`config.mk`:
```
export PLATFORM = sky130hd
export DESIGN_NAME = ddr_adc_deser
export DESIGN_NICKNAME = d
export VERILOG_FILES = /design/src/rtl/ddr_adc_deser.sv
export SDC_FILE = /design/constraint.sdc
export NUM_CORES = 1
export LEC_CHECK = 0
export BUFFER_PORTS_ARGS = -buffer_cell sky130_fd_sc_hd__buf_2
export CAP_MARGIN = 20
export CORE_MARGIN = 3
export CORE_UTILIZATION = 55
export DETAILED_ROUTE_END_ITERATION = 7
export GPL_ROUTABILITY_DRIVEN = 0
export HOLD_SLACK_MARGIN = 0.12
export PLACE_DENSITY = 0.86
export SLEW_MARGIN = 10
export SYNTH_ARGS = -nofsm -noshare
export SYNTH_HDL_FRONTEND = slang
export SYNTH_SLANG_ARGS = --single-unit
```
`constraint.sdc`:
```
create_clock -name clk_ser -period 4.1 [get_ports clk_ser]
set_clock_uncertainty 0.2 [all_clocks]
set_input_delay 0.615 -clock clk_ser [delete_from_list [all_inputs] [get_ports clk_ser]]
set_output_delay 0.615 -clock clk_ser [all_outputs]
set_load 0.05 [all_outputs]
```
`src/rtl/ddr_adc_deser.sv`:
```
module ddr_adc_deser #(
  parameter int LANES      = 7,
  parameter int OUT_W      = 16,
  parameter bit SWAP_PAIRS = 1'b1
) (
  input  logic             clk_ser,
  input  logic             rst,
  input  logic [LANES-1:0] lanes_a,
  input  logic [LANES-1:0] lanes_b,
  input  logic             sel_odd,
  input  logic             sel_chb,
  output logic [OUT_W-1:0] data_out,
  output logic             out_valid
);
  localparam int SW  = 2 * LANES;
  localparam int PAD = OUT_W - SW;

  logic             cap_clk;
  logic [LANES-1:0] bit_a, bit_b;
  logic [LANES-1:0] hist_a [3];
  logic [LANES-1:0] hist_b [3];
  logic [1:0]       phase;
  logic             frame_end;
  logic             pw_full;
  logic [SW-1:0]    even_a, odd_a, even_b, odd_b;
  logic [SW-1:0]    pw_ev_a, pw_od_a, pw_ev_b, pw_od_b;
  logic [SW-1:0]    pick;
  logic [OUT_W-1:0] word;

  assign cap_clk   = SWAP_PAIRS ? ~clk_ser : clk_ser;
  assign bit_a     = SWAP_PAIRS ? ~lanes_a : lanes_a;
  assign bit_b     = SWAP_PAIRS ? ~lanes_b : lanes_b;
  assign frame_end = (phase == 2'd3);

  for (genvar k = 0; k < LANES; k++) begin : g_lane
    assign even_a[2*k]   = hist_a[0][k];
    assign even_a[2*k+1] = bit_a[k];
    assign odd_a[2*k]    = hist_a[2][k];
    assign odd_a[2*k+1]  = hist_a[1][k];
    assign even_b[2*k]   = hist_b[0][k];
    assign even_b[2*k+1] = bit_b[k];
    assign odd_b[2*k]    = hist_b[2][k];
    assign odd_b[2*k+1]  = hist_b[1][k];
  end

  assign pick = sel_chb ? (sel_odd ? pw_od_b : pw_ev_b)
                        : (sel_odd ? pw_od_a : pw_ev_a);
  assign word = OUT_W'({~pick[SW-1], pick[SW-2:0]}) << PAD;

  always_ff @(posedge cap_clk) begin
    if (rst) begin
      phase     <= '0;
      pw_full   <= 1'b0;
      out_valid <= 1'b0;
      data_out  <= '0;
      pw_ev_a   <= '0;
      pw_od_a   <= '0;
      pw_ev_b   <= '0;
      pw_od_b   <= '0;
      for (int i = 0; i < 3; i++) begin
        hist_a[i] <= '0;
        hist_b[i] <= '0;
      end
    end else begin
      phase     <= phase + 2'd1;
      hist_a[0] <= bit_a;
      hist_a[1] <= hist_a[0];
      hist_a[2] <= hist_a[1];
      hist_b[0] <= bit_b;
      hist_b[1] <= hist_b[0];
      hist_b[2] <= hist_b[1];
      if (frame_end) begin
        pw_ev_a <= even_a;
        pw_od_a <= odd_a;
        pw_ev_b <= even_b;
        pw_od_b <= odd_b;
        pw_full <= 1'b1;
        if (pw_full) begin
          data_out  <= word;
          out_valid <= 1'b1;
        end
      end
    end
  end

  assert_hold_between_frames_R9: assert property (@(posedge cap_clk) disable iff (rst)
    (phase != 2'd3) |=> $stable(data_out));

  assert_valid_sticky_R10: assert property (@(posedge cap_clk) disable iff (rst)
    out_valid |=> out_valid);

  assert_idle_output_zero_R10: assert property (@(posedge cap_clk) disable iff (rst)
    !out_valid |-> (data_out == '0));

  assert_valid_rises_at_frame_R10: assert property (@(posedge cap_clk) disable iff (rst)
    $rose(out_valid) |-> ($past(phase) == 2'd3));
endmodule

```
==> flow_summary.json <==
{
  "dp_hpwl_um": 4740,
  "area.growth.synth_to_final_pct": 30.7,
  "yosys.area.top_type_share": 0.578,
  "clk_pin_slew_worst_paths_ns": 0.06,
  "worstSetupEndpointType": "output port",
  "die-area_um2": 8370,
  "hold_viol_final": 0,
  "syn_inst": 367,
  "cp_num_buf_inv": 1,
  "seq_area_frac_synth": 0.578,
  "grt_pass1_wl_um": 16500,
  "hold-path-cell-count": 1,
  "routed_wl_um": 10000,
  "io_pins": 35,
  "final_area_um2": 5250,
  "synth_edf_count": 0,
  "yosys_warnings": 0,
  "start_kind": "register",
  "critPathTopFamily": "flip-flops",
  "cts_sinks": 116,
  "grt_use_total": 0.261,
  "start_util": 0.579,
  "slew_headroom": 0.395,
  "first_iter_violations": 244,
  "ys.flop_type": "dfxtp_1",
  "hold_path_end": "hist_a[2][0]",
  "critPathKind": "register to output port",
  "cts_max_path_buffers": 2,
  "tritoncts": "yes",
  "setup_violations": 0,
  "ys_ff_latch": 116,
  "grt_start_max_net_pins": 66,
  "min_from": "hist_a[1][0]",
  "syn_area_um2": 4020,
  "antennaDiodeCount": 0,
  "power_density_nw_per_um2": 622,
  "viasPerCell": 5.26,
  "hold_slack_ns": 0.250,
  "synth_top_cell_by_area": "dfxtp_1",
  "drive_gt1_frac": 0.159,
  "rows": 30,
  "slew_violations": 0,
  "place_area_um2": 4250,
  "ys_async_sr_fraction": 0,
  "cp_data_arrival_time_ns": 3.24,
  "antenna_found_initial": 0,
  "grt_setup_unrepaired": "no",
  "cts_made_buffers": 17,
  "synth_most_common_cell": "dfxtp_1",
  "ys_top_cells_by_area": "dfxtp_1 (58%), mux2i_1 (10%), mux4_2 (7.3%)",
  "ctsHoldBuffers": 0,
  "overflow": 0,
  "crit_chain": "buf_2",
  "crit_fanout": 2,
  "peakVddDrop_mv": 0.371,
  "worstPathRequired_ns": 3.28,
  "rrSetupSlack_ns": 1.75,
  "min_path_type": "register to register",
  "drcViolationCount": 0,
  "worst_pin_slew_ns": 0.907,
  "r2r_end": "data_out[4]",
  "num_vias": 3248,
  "first_pass_iters": 5,
  "avgRoutedWirePerCell_um": 16.3,
  "cts_resized": 0,
  "clkLatencyLatePin_ns": 0.52,
  "r2r_cells": 4,
  "post-route-util": 0.756,
  "avgSynthCellArea_um2": 11.0,
  "synth.lib_cells_used.distinct": 19,
  "cts_setup_buffers": 0,
  "grt_pass1_vias": 3521,
  "core_area_um2": 6940,
  "maxCapViolations": 0,
  "tns_ns": 0,
  "ant_nets": 0,
  "slowest_stage": "dfxtp_1",
  "die_h_um": 91.5,
  "worstReg2RegStart": "phase[0]",
  "p_leak_nw": 2.45,
  "port_buffers": 32,
  "worst-path-stages": 1,
  "die_x_um": 91.5,
  "clock-root-buffer": "clkbuf_8",
  "synth_commonest_cells": "dfxtp_1 (116), nor2_1 (74), mux2i_1 (42)",
  "h-tree-depth": 4,
  "nNetsFinal": 528,
  "outcome": "completed",
  "finalPower_mw": 3.26,
  "slowest_delay_ns": 0.37
}
worst max path at each step:
stage,startpoint,to,slack (ns)
6_report,data_out[9],data_out[9],0.05
3_3_place_gp,sel_chb,data_out[13],0.1
5_1_grt,data_out[13],data_out[13],0.02
4_1_cts,data_out[9],data_out[9],0.03
2_1_floorplan,sel_chb,data_out[3],0.23
3_5_place_dp,sel_chb,data_out[15],0.05
state kept, by name, summed over array words and instances, names as in the netlist:
signal / count
hist_b: 21
pw_full: 1
phase: 2
pw_od_b: 14
pw_od_a: 14
pw_ev_a: 14
out_valid: 1
pw_ev_b: 14
hist_a: 21
data_out: 14
layer usage:
| layer | GRT usage | wire length (um) | vias up |
|---|---|---|---|
| met1 | 0.263 | 3740 | 1532 |
| met2 | 0.418 | 5230 | 157 |
| met4 | 0.173 | 282 | 0 |
| li1 | - | - | 1526 |
| met5 | 0 | 0 | - |
| met3 | 0.134 | 794 | 33 |
through the flow:
step | setup slack, ns | std cells
floorplan | 0.234 | 368
global placement | 0.0983 | 471
detailed placement | 0.0501 | 471
CTS | 0.0257 | 618
global route | 0.0245 | 618
finish | 0.0455 | 618
area by class of cell:
| type | instances | area, um^2 |
|---|---|---|
| flip-flops and latches | 116 | 2320 |
| fillers | 424 | 1690 |
| multi-input cells | 219 | 1540 |
| clock inverters | 131 | 593 |
| clock buffers | 17 | 414 |
| repair buffers | 39 | 265 |
| well taps | 96 | 120 |
power breakdown:
part           total (mW)  switching (mW)  internal [mW]
logic               0.121          0.0676         0.0538
registers            1.19          0.0223           1.17
clock network        1.95           0.883           1.07
cells by family (layout without fill, tap and decap cells):
group / count (synthesis) / count (layout) / synth area share
adder cells (fa/ha/maj): 1 / 1 / 0.00311
AND/OR/NAND/NOR: 130 / 130 / 0.144
flip-flops: 116 / 116 / 0.578
AO/OA/AOI/OAI: 30 / 30 / 0.0470
other: 1 / 2 / 0.000933
multiplexers: 56 / 56 / 0.184
buffers and inverters: 33 / 187 / 0.0436
placed cells by master, fill, tap and decap left out, types with 2 or more instances in the layout:
cell        instances
nand3_1            13
buf_4               4
buf_12              4
mux2i_1            42
nor2_1             74
a211oi_1           14
a21oi_1            15
buf_2              31
clkbuf_16          16
inv_4               5
inv_1             118
bufinv_16           3
dfxtp_1           116
mux4_2             13
nand2_1            14
conb_1              2
clkinvlp_2          4
nor2b_1            29
No activity file was read; power rests on OpenSTA's default activity.
